===== src/rtl/pwm_sync_pkg.sv =====
package pwm_sync_pkg;
  localparam int CNT_W  = 16;
  localparam int PSEL_W = 3;
  localparam int NTAP   = 1 << PSEL_W;

  typedef enum logic {
    ALIGN_EDGE = 1'b0,
    ALIGN_MID  = 1'b1
  } align_e;

  typedef struct packed {
    logic [PSEL_W-1:0] psel;
    logic [CNT_W-1:0]  prd;
    logic [CNT_W-1:0]  dty;
    align_e            aln;
  } chan_cfg_t;
endpackage


===== src/rtl/pwm_presc.sv =====
// Shared free-running divider; tap n pulses once every 2^n clocks.
module pwm_presc #(
  parameter int NSEL = 8
) (
  input  logic            clk,
  input  logic            rst_n,
  output logic [NSEL-1:0] tick
);
  localparam int DW = (NSEL > 1) ? NSEL - 1 : 1;

  logic [DW-1:0] div_q;

  always_ff @(posedge clk or negedge rst_n) begin
    if (!rst_n) div_q <= '0;
    else        div_q <= div_q + 1'b1;
  end

  for (genvar g = 0; g < NSEL; g++) begin : g_tap
    if (g == 0) begin : g_every
      assign tick[g] = 1'b1;
    end else begin : g_div
      assign tick[g] = &div_q[g-1:0];
    end
  end
endmodule


===== src/rtl/pwm_grp_ctl.sv =====
// Group membership and channel run state.
module pwm_grp_ctl #(
  parameter int NCH = 4
) (
  input  logic           clk,
  input  logic           rst_n,
  input  logic           grp_ld,
  input  logic [NCH-1:0] grp_mask,
  input  logic [NCH-1:0] en_mask,
  input  logic [NCH-1:0] dis_mask,
  output logic [NCH-1:0] run_d,
  output logic [NCH-1:0] run_q,
  output logic [NCH-1:0] grp_q,
  output logic [NCH-1:0] grp_eff
);
  // the leader joins whenever any channel is grouped
  always_comb begin
    grp_eff    = grp_q;
    grp_eff[0] = |grp_q;
  end

  always_comb begin
    for (int i = 0; i < NCH; i++) begin
      logic turn_on, turn_off;
      turn_on  = en_mask[i]  | (en_mask[0]  & grp_eff[i]);
      turn_off = dis_mask[i] | (dis_mask[0] & grp_eff[i]);
      run_d[i] = (run_q[i] | turn_on) & ~turn_off;
    end
  end

  always_ff @(posedge clk or negedge rst_n) begin
    if (!rst_n) begin
      run_q <= '0;
      grp_q <= '0;
    end else begin
      run_q <= run_d;
      for (int i = 0; i < NCH; i++) begin
        if (grp_ld && !run_q[i]) grp_q[i] <= grp_mask[i];
      end
    end
  end
endmodule


===== src/rtl/pwm_chan.sv =====
// One channel counter with left or center alignment and a duty compare.
module pwm_chan
  import pwm_sync_pkg::*;
(
  input  logic             clk,
  input  logic             rst_n,
  input  logic             run_d,
  input  logic             run_q,
  input  logic             tick,
  input  logic [CNT_W-1:0] prd,
  input  logic [CNT_W-1:0] dty,
  input  align_e           aln,
  output logic             pwm
);
  logic [CNT_W-1:0] cnt_q;
  logic             down_q;

  always_ff @(posedge clk or negedge rst_n) begin
    if (!rst_n) begin
      cnt_q  <= '0;
      down_q <= 1'b0;
    end else if (!run_d) begin
      cnt_q  <= '0;
      down_q <= 1'b0;
    end else if (run_q && tick) begin
      if (aln == ALIGN_EDGE) begin
        down_q <= 1'b0;
        cnt_q  <= (cnt_q >= prd) ? '0 : cnt_q + 1'b1;
      end else if (!down_q) begin
        if (cnt_q >= prd) begin
          down_q <= 1'b1;
          cnt_q  <= (cnt_q == '0) ? '0 : cnt_q - 1'b1;
        end else begin
          cnt_q  <= cnt_q + 1'b1;
        end
      end else begin
        if (cnt_q == '0) begin
          down_q <= 1'b0;
          cnt_q  <= (prd == '0) ? '0 : CNT_W'(1);
        end else begin
          cnt_q  <= cnt_q - 1'b1;
        end
      end
    end
  end

  assign pwm = run_q && (cnt_q < dty);
endmodule


===== src/rtl/pwm_sync_grp.sv =====
module pwm_sync_grp
  import pwm_sync_pkg::*;
#(
  parameter int NCH = 4
) (
  input  logic              clk,
  input  logic              rst_n,
  input  logic [NCH-1:0]    cfg_ld,
  input  logic [PSEL_W-1:0] cfg_psel,
  input  logic [CNT_W-1:0]  cfg_prd,
  input  logic [CNT_W-1:0]  cfg_dty,
  input  logic              cfg_mid,
  input  logic              grp_ld,
  input  logic [NCH-1:0]    grp_mask,
  input  logic [NCH-1:0]    en_mask,
  input  logic [NCH-1:0]    dis_mask,
  output logic [NCH-1:0]    chan_on,
  output logic [NCH-1:0]    pwm_out
);
  logic [NTAP-1:0] tick;
  logic [NCH-1:0]  run_d, run_q, grp_q, grp_eff;
  chan_cfg_t       cfg_q [NCH];

  pwm_presc #(.NSEL(NTAP)) u_presc (
    .clk(clk), .rst_n(rst_n), .tick(tick)
  );

  pwm_grp_ctl #(.NCH(NCH)) u_ctl (
    .clk(clk), .rst_n(rst_n), .grp_ld(grp_ld), .grp_mask(grp_mask),
    .en_mask(en_mask), .dis_mask(dis_mask),
    .run_d(run_d), .run_q(run_q), .grp_q(grp_q), .grp_eff(grp_eff)
  );

  for (genvar c = 0; c < NCH; c++) begin : g_ch
    chan_cfg_t use_cfg;

    always_ff @(posedge clk or negedge rst_n) begin
      if (!rst_n) begin
        cfg_q[c] <= '0;
      end else if (cfg_ld[c]) begin
        cfg_q[c].psel <= cfg_psel;
        cfg_q[c].prd  <= cfg_prd;
        cfg_q[c].dty  <= cfg_dty;
        cfg_q[c].aln  <= align_e'(cfg_mid);
      end
    end

    // members take the leader's timing, keep their own duty
    always_comb begin
      use_cfg = cfg_q[c];
      if (grp_eff[c]) begin
        use_cfg.psel = cfg_q[0].psel;
        use_cfg.prd  = cfg_q[0].prd;
        use_cfg.aln  = cfg_q[0].aln;
      end
    end

    pwm_chan u_chan (
      .clk(clk), .rst_n(rst_n),
      .run_d(run_d[c]), .run_q(run_q[c]),
      .tick(tick[use_cfg.psel]),
      .prd(use_cfg.prd), .dty(use_cfg.dty), .aln(use_cfg.aln),
      .pwm(pwm_out[c])
    );
  end

  assign chan_on = run_q;
endmodule


===== config.mk =====
export PLATFORM = sky130hd
export DESIGN_NAME = pwm_sync_grp
export DESIGN_NICKNAME = d
export VERILOG_FILES = /design/src/rtl/pwm_sync_pkg.sv /design/src/rtl/pwm_presc.sv /design/src/rtl/pwm_grp_ctl.sv /design/src/rtl/pwm_chan.sv /design/src/rtl/pwm_sync_grp.sv
export SDC_FILE = /design/constraint.sdc
export NUM_CORES = 1
export LEC_CHECK = 0
export BUFFER_PORTS_ARGS = -buffer_cell sky130_fd_sc_hd__buf_2
export CORE_ASPECT_RATIO = 0.6
export CORE_UTILIZATION = 45
export DETAILED_ROUTE_END_ITERATION = 8
export GPL_TIMING_DRIVEN = 0
export HOLD_SLACK_MARGIN = 0.05
export SETUP_SLACK_MARGIN = 0.15
export SLEW_MARGIN = 20
export SYNTH_ARGS = -nofsm -noshare
export SYNTH_HDL_FRONTEND = slang
export SYNTH_SLANG_ARGS = --single-unit

===== constraint.sdc =====
create_clock -name clk -period 11.9 [get_ports clk]
set_clock_uncertainty 0.15 [all_clocks]
set_input_delay 2.38 -clock clk [delete_from_list [all_inputs] [get_ports clk]]
set_output_delay 2.38 -clock clk [all_outputs]
set_load 0.005 [all_outputs]

==> results of run 1 <==
-- cells by family (layout without fill, tap and decap cells) --
| logic type | Yosys count | after routing | share of synthesized area, % |
|---|---|---|---|
| AND/OR/NAND/NOR | 466 | 466 | 15.6 |
| other | 0 | 3 | 0 |
| buffers and inverters | 210 | 311 | 5.49 |
| adder cells (fa/ha/maj) | 139 | 139 | 11.4 |
| flip-flops | 226 | 226 | 37.1 |
| multiplexers | 138 | 138 | 9.67 |
| AO/OA/AOI/OAI | 453 | 453 | 19.7 |
| XOR/XNOR | 16 | 16 | 0.920 |
-- flip-flops by register name, indices dropped and copies added (netlist names) --
signal              count
u_ctl.run_q             4
g_ch.u_chan.down_q      4
g_ch.u_chan.cnt_q      64
u_ctl.grp_q             3
u_presc.div_q           7
cfg_q                 144
-- per-stage QoR --
stage,power [mW],utilization [%],hold slack [ns]
after floorplan,1.20,-,0.309
after global placement,1.35,49.0,0.325
after detailed placement,1.37,49.1,0.345
after CTS,2.23,51.8,0.360
after global routing,2.32,51.8,0.365
final,2.23,51.8,0.357
-- cell type report --
| type | instances | area, um^2 | share of cell area (%) |
|---|---|---|---|
| Tap cell | 450 | 563 | 3.31 |
| Multi-Input combinational cell | 1212 | 8750 | 51.4 |
| Inverter | 121 | 454 | 2.67 |
| Clock inverter | 11 | 219 | 1.29 |
| Antenna cell | 3 | 7.51 | 0.0441 |
| Buffer | 89 | 383 | 2.25 |
| Sequential cell | 226 | 5660 | 33.2 |
| Timing Repair Buffer | 59 | 350 | 2.06 |
| Clock buffer | 31 | 647 | 3.80 |
-- critical path, stage by stage, from the launching register on --
cell      delay (ns)
dfrtp_1         0.59
ha_1            0.31
a21o_1          0.17
a21o_1          0.17
a211oi_1        0.23
o21bai_1        0.11
a31oi_1         0.17
o21ai_0         0.17
a31oi_1         0.27
buf_4           0.14
buf_2           0.09
-- power breakdown --
part	internal [mW]	leakage, nW	total, mW	switching (mW)
sequential	0.822	2.83	0.877	0.0547
combinational	0.191	4.78	0.495	0.304
clock	0.514	0.420	0.861	0.347
-- cells in the final DEF (no fill, tap or decap), types with 13 or more instances in the layout --
| cell | Yosys | routed |
|---|---|---|
| a21o_1 | 30 | 30 |
| and3_1 | 35 | 35 |
| or3_1 | 13 | 13 |
| o21ai_0 | 137 | 137 |
| mux2_2 | 74 | 74 |
| a221oi_1 | 16 | 16 |
| nand2_1 | 145 | 145 |
| buf_2 | 14 | 70 |
| nor4_1 | 22 | 22 |
| mux2i_1 | 64 | 64 |
| inv_1 | 119 | 119 |
| nand2b_1 | 21 | 21 |
| nand3_1 | 38 | 38 |
| nor2_1 | 70 | 70 |
| nand4_1 | 25 | 25 |
| dfrtp_1 | 226 | 226 |
| nor3_1 | 37 | 37 |
| a21oi_1 | 75 | 75 |
| o31ai_1 | 14 | 14 |
| clkbuf_1 | 57 | 62 |
| ha_1 | 139 | 139 |
| clkbuf_16 | 0 | 24 |
| a211oi_1 | 18 | 18 |
| a31oi_1 | 23 | 23 |
-- final timing paths --
kind                                            end  slack [ns]  cells after the start
setup / recovery                         pwm_out[2]        6.39                     10
max in group asynchronous   g_ch[1].u_chan.cnt_q[4]        8.73                      3
hold reg to reg                           cfg_q[56]        0.36                      1
min in group asynchronous  g_ch[3].u_chan.cnt_q[14]        1.63                      1
hold / removal                            cfg_q[56]        0.36                      1
setup reg to reg            g_ch[1].u_chan.cnt_q[2]        6.58                     14
-- layer usage --
layer / GRT usage [%] / routed length (um) / part of all wire [%] / vias to the layer above
li1: - / - / - / 6287
met1: 45.7 / 24500 / 47 / 6700
met2: 41.3 / 20200 / 39 / 692
met5: 0 / 0 / 0 / -
met4: 8.10 / 1230 / 2.4 / 0
met3: 9.41 / 6110 / 12 / 78
==> flow_summary.ini, run 1 <==
[outcome]
outcome = finished clean

[worst_setup_path]
required_ns = 9.37
crit_type = register to output pin
endpoint_kind = output pin
critPathLaunch = g_ch[2].u_chan.cnt_q[1]
reg2reg_from = u_ctl.grp_q[1]
critPathMaxFanout = 8
startpoint_type = register
crit_arrival_ns = 2.98

[synthesis]
synth_top_area_share_pct = 37.1
synth-async-reset-ratio_pct = 100
synthTopCellsByCount = dfrtp_1, nand2_1, ha_1
synthCells = 1648
synth.yosys.warnings = 0
synth.avg_cell_area_um2 = 9.25
post-synth-top-area-cell = dfrtp_1
synth_area_mm2 = 0.0152
ys_ff_latch = 226
synth.top_cells.by_area = dfrtp_1, ha_1, mux2_2
ys_seq_area_share_pct = 37.1
synth-edff-count = 0
synth.most_common_cell = dfrtp_1
synthFlopType = dfrtp_1
yosys.cell_types.count = 77
syn_nets = 1842

[layout]
nets = 1927
n_fill_cell = 3066
final_cell_area_mm2 = 0.0170
drive_above_1_share_pct = 12.3
finalNonFillerCells = 2202
synthToLayoutAreaGrowth_pct = 11.7

[routing]
ant_nets = 0
drc = 0
first_pass_iters = 6
drtIter0Drc = 1405
wl_per_cell_um = 23.6
viasPerCell = 6.25
via_count = 13757
routed_wl_um = 52000

[sta]
period_share_pct = 46.3
finalSetupViolations = 0
layout_min_cycle_time_ns = 5.51
final.setup.worst_slack_ns = 6.39
fmax_mhz = 181
rsz0062_at_grt = false
timing.slew.headroom_pct = 41.4
hold_violations = 0
worstMarginPinSlew_ns = 0.857
finalMaxSlewViolations = 0
setup_tns_ns = 0

[floorplan]
row_count = 51
die_x_um = 240
die_area_mm2 = 0.0346
ios = 63
core_area_mm2 = 0.0329
initial_core_util_pct = 46.4
dieHeight_um = 145

[clocking]
clock-sinks = 226
h-tree-depth = 1
cts_setup_buffers = 0
cts_tree = yes
cts_made_buffers = 24
post_cts_resized = 0
clockRootBuffer = clkbuf_16
clk_pin_slew_ns = 0.06
clock_path_buffers = 3
insertion_delay_ns = 0.56
postCtsHoldBufs = 0

[global_route]
grt_max_degree = 85
grt_pass1_wl_um = 78400
grt_pass1_vias = 12892
antenna_found_initial = 1
grt_remaining_overflow = 0
grt_usage_pct = 30.4

[place]
pre_cts_ws_ns = 6.65
dpl_cell_area_mm2 = 0.0162
placed_cells = 2157
io_buffers = 57
place.gp.congestion = 0.915
dp_hpwl_um = 38500

[flow_run]
maxCapViolations = 0

[min_path]
hold_path.startpoint = cfg_q[56]
hold_class = register to register

[pwr]
vdd_ir_drop_max_uv = 111
p_leak_nw = 8.03
p_per_area_mw_per_mm2 = 131
(Power assumes the default switching activity.)
==> run 2: changes to the inputs <==
==> constraint.sdc (replaced) <==
create_clock -name clk -period 4.6 [get_ports clk]
set_clock_uncertainty 0.15 [all_clocks]
set_input_delay 0.92 -clock clk [delete_from_list [all_inputs] [get_ports clk]]
set_output_delay 0.92 -clock clk [all_outputs]
set_load 0.005 [all_outputs]
==> run 2 against run 1 <==
Against the previous run: die area is the same; utilization is essentially flat; total power rose to 2.6 times the previous value; global-route usage barely moved; critical endpoint is now g_ch[3].u_chan.cnt_q[3]; via count about the same; critical path type is now register to register; sequential share of layout area barely moved; sequential power grew to 2.6 times the previous value; wire length grew 0.22%; clock power increased to 2.6 times the previous value.
==> flow_summary.ini, run 2 (synthesis gave the netlist of run 1 again) <==
[floorplan]
die_area_mm2 = 0.0346
initial_core_util_pct = 46.4
ios = 63
dieHeight_um = 145
core_area_mm2 = 0.0329
die_x_um = 240
row_count = 51

[pwr]
p_per_area_mw_per_mm2 = 339
vdd_ir_drop_max_uv = 287
p_leak_nw = 8.05

[worst_setup_path]
required_ns = 4.88
startpoint_type = register
crit_buf_inv = 3
critPathMaxFanout = 19
reg2reg_from = u_ctl.grp_q[3]
rr_endpoint = g_ch[3].u_chan.cnt_q[3]
max_stage_delay_ns = 0.46
cp_common_cell = a21o_1
reg2reg_depth = 13
crit_family = compound AO/OA/AOI/OAI gates
crit_type = register to register
endpoint_kind = register
crit_path_top_delay_cell = o21ai_1
rrSetupSlack_ns = 0.41
cp.depth = 13
crit_chain = buf_2 > buf_4 > clkbuf_4 > mux2_2 > ha_1 > nand2b_1 > a21o_1 > a2111oi_0 > o31ai_1 > a21o_1 > o21ai_1 > o32ai_1 > a211o_1
crit_arrival_ns = 4.47

[sta]
hold_violations = 0
timing.slew.headroom_pct = 37.5
period_share_pct = 91.1
rsz0062_at_grt = false
finalMaxSlewViolations = 0
worstMarginPinSlew_ns = 0.914
holdWs_ns = 0.169
finalSetupViolations = 0
fmax_mhz = 239
layout_min_cycle_time_ns = 4.19

[routing]
first_pass_iters = 5
drc = 0
drtIter0Drc = 1457
wl_per_cell_um = 23.7
ant_nets = 0
viasPerCell = 6.26
via_count = 13760
routed_wl_um = 52100

[place]
place.gp.congestion = 0.915
io_buffers = 57
dp_hpwl_um = 38500
placed_cells = 2157

[layout]
layout_commonest_cell = dfrtp_1
synthToLayoutAreaGrowth_pct = 11.8
drive_above_1_share_pct = 12.7
nets = 1924
largest_register_ffs = 144
largestRegisters = cfg_q (144), g_ch.u_chan.cnt_q (64), u_presc.div_q (7)
largest_register = cfg_q
layout_common_cells = dfrtp_1, nand2_1, ha_1
finalNonFillerCells = 2199

[clocking]
h-tree-depth = 1
clockRootBuffer = clkbuf_16
clk_pin_slew_ns = 0.07
insertion_delay_ns = 0.56
clock_path_buffers = 3
cts_tree = yes
cts_made_buffers = 24
clock-sinks = 226

[outcome]
outcome = finished clean

[global_route]
grt_usage_pct = 30.4
grt_max_degree = 85
antenna_found_initial = 1
grt_pass1_wl_um = 78400
grt_remaining_overflow = 0
grt_pass1_vias = 12893

[min_path]
hold_class = primary input to async pin

[flow_run]
maxCapViolations = 0
[run 2: cell count changes in the layout (fill, tap and decap cells not counted)]
cell      delta
buf_2        -1
clkbuf_1     -6
buf_4        +1
clkbuf_4     +4
a211oi_1     -1
buf_1        -3
a211oi_2     +1
clkbuf_2     +2
[run 2: worst register-to-register path, delay by kind of cell, from the launching register on]
| kind | cells | cell delay, ns |
|---|---|---|
| buffers and inverters | 3 | 0.81 |
| AND/OR/NAND/NOR | 1 | 0.14 |
| AO/OA/AOI/OAI | 7 | 2.03 |
| adder cells (fa/ha/maj) | 1 | 0.26 |
| flip-flops | 1 | 0.31 |
| multiplexers | 1 | 0.36 |
[run 2: stage by stage]
step	setup TNS [ns]	setup WS [ns]	utilization (%)	area, um^2	total power, mW
2_1_floorplan	0	0.357	-	15200	3.10
3_3_place_gp	-424.03	-1.85	49.0	16100	3.51
3_5_place_dp	-16.47	-0.650	49.1	16200	3.55
4_1_cts	0	0.172	51.8	17000	5.77
5_1_grt	0	0.167	51.8	17000	6.01
6_report	0	0.411	51.9	17000	5.78
[run 2: layout make-up]
type,count,area (um^2)
timing repair buffer,59,350
antenna,3,7.51
fill,3061,15800
buffer,86,392
tap,450,563
clock inverter,11,219
multi-input combinational,1212,8750
clock buffer,31,647
sequential,226,5660
inverter,121,454
[run 2: worst max path at each step]
stage                                    end      startpoint  slack (ns)
global placement     g_ch[1].u_chan.cnt_q[4]           rst_n       -1.85
floorplan           g_ch[3].u_chan.cnt_q[10]  u_ctl.grp_q[3]        0.36
detailed placement   g_ch[1].u_chan.cnt_q[2]  u_ctl.grp_q[1]       -0.65
finish               g_ch[3].u_chan.cnt_q[3]  u_ctl.grp_q[3]        0.41
global route        g_ch[3].u_chan.cnt_q[13]  u_ctl.grp_q[3]        0.17
CTS                 g_ch[3].u_chan.cnt_q[12]  u_ctl.grp_q[3]        0.17
[run 2: power by group]
group	internal, mW	switching, mW
Sequential	2.13	0.142
Clock	1.33	0.897
Combinational	0.495	0.785
[run 2: what timing repair did]
item | in CTS | in global routing
gates resized for setup | 5 | 13
buffers inserted | 0 | 0
hold buffers | 0 | 0
endpoints found under the setup margin | 48 | 29
hold endpoints to repair | 0 | 0
[run 2: per-layer routing]
layer,vias to the layer above,routed length (um),GRT usage [%]
met5,-,0,0
met1,6709,24300,45.6
li1,6277,-,-
met4,0,1250,8.23
met2,698,20300,41.2
met3,76,6200,9.64
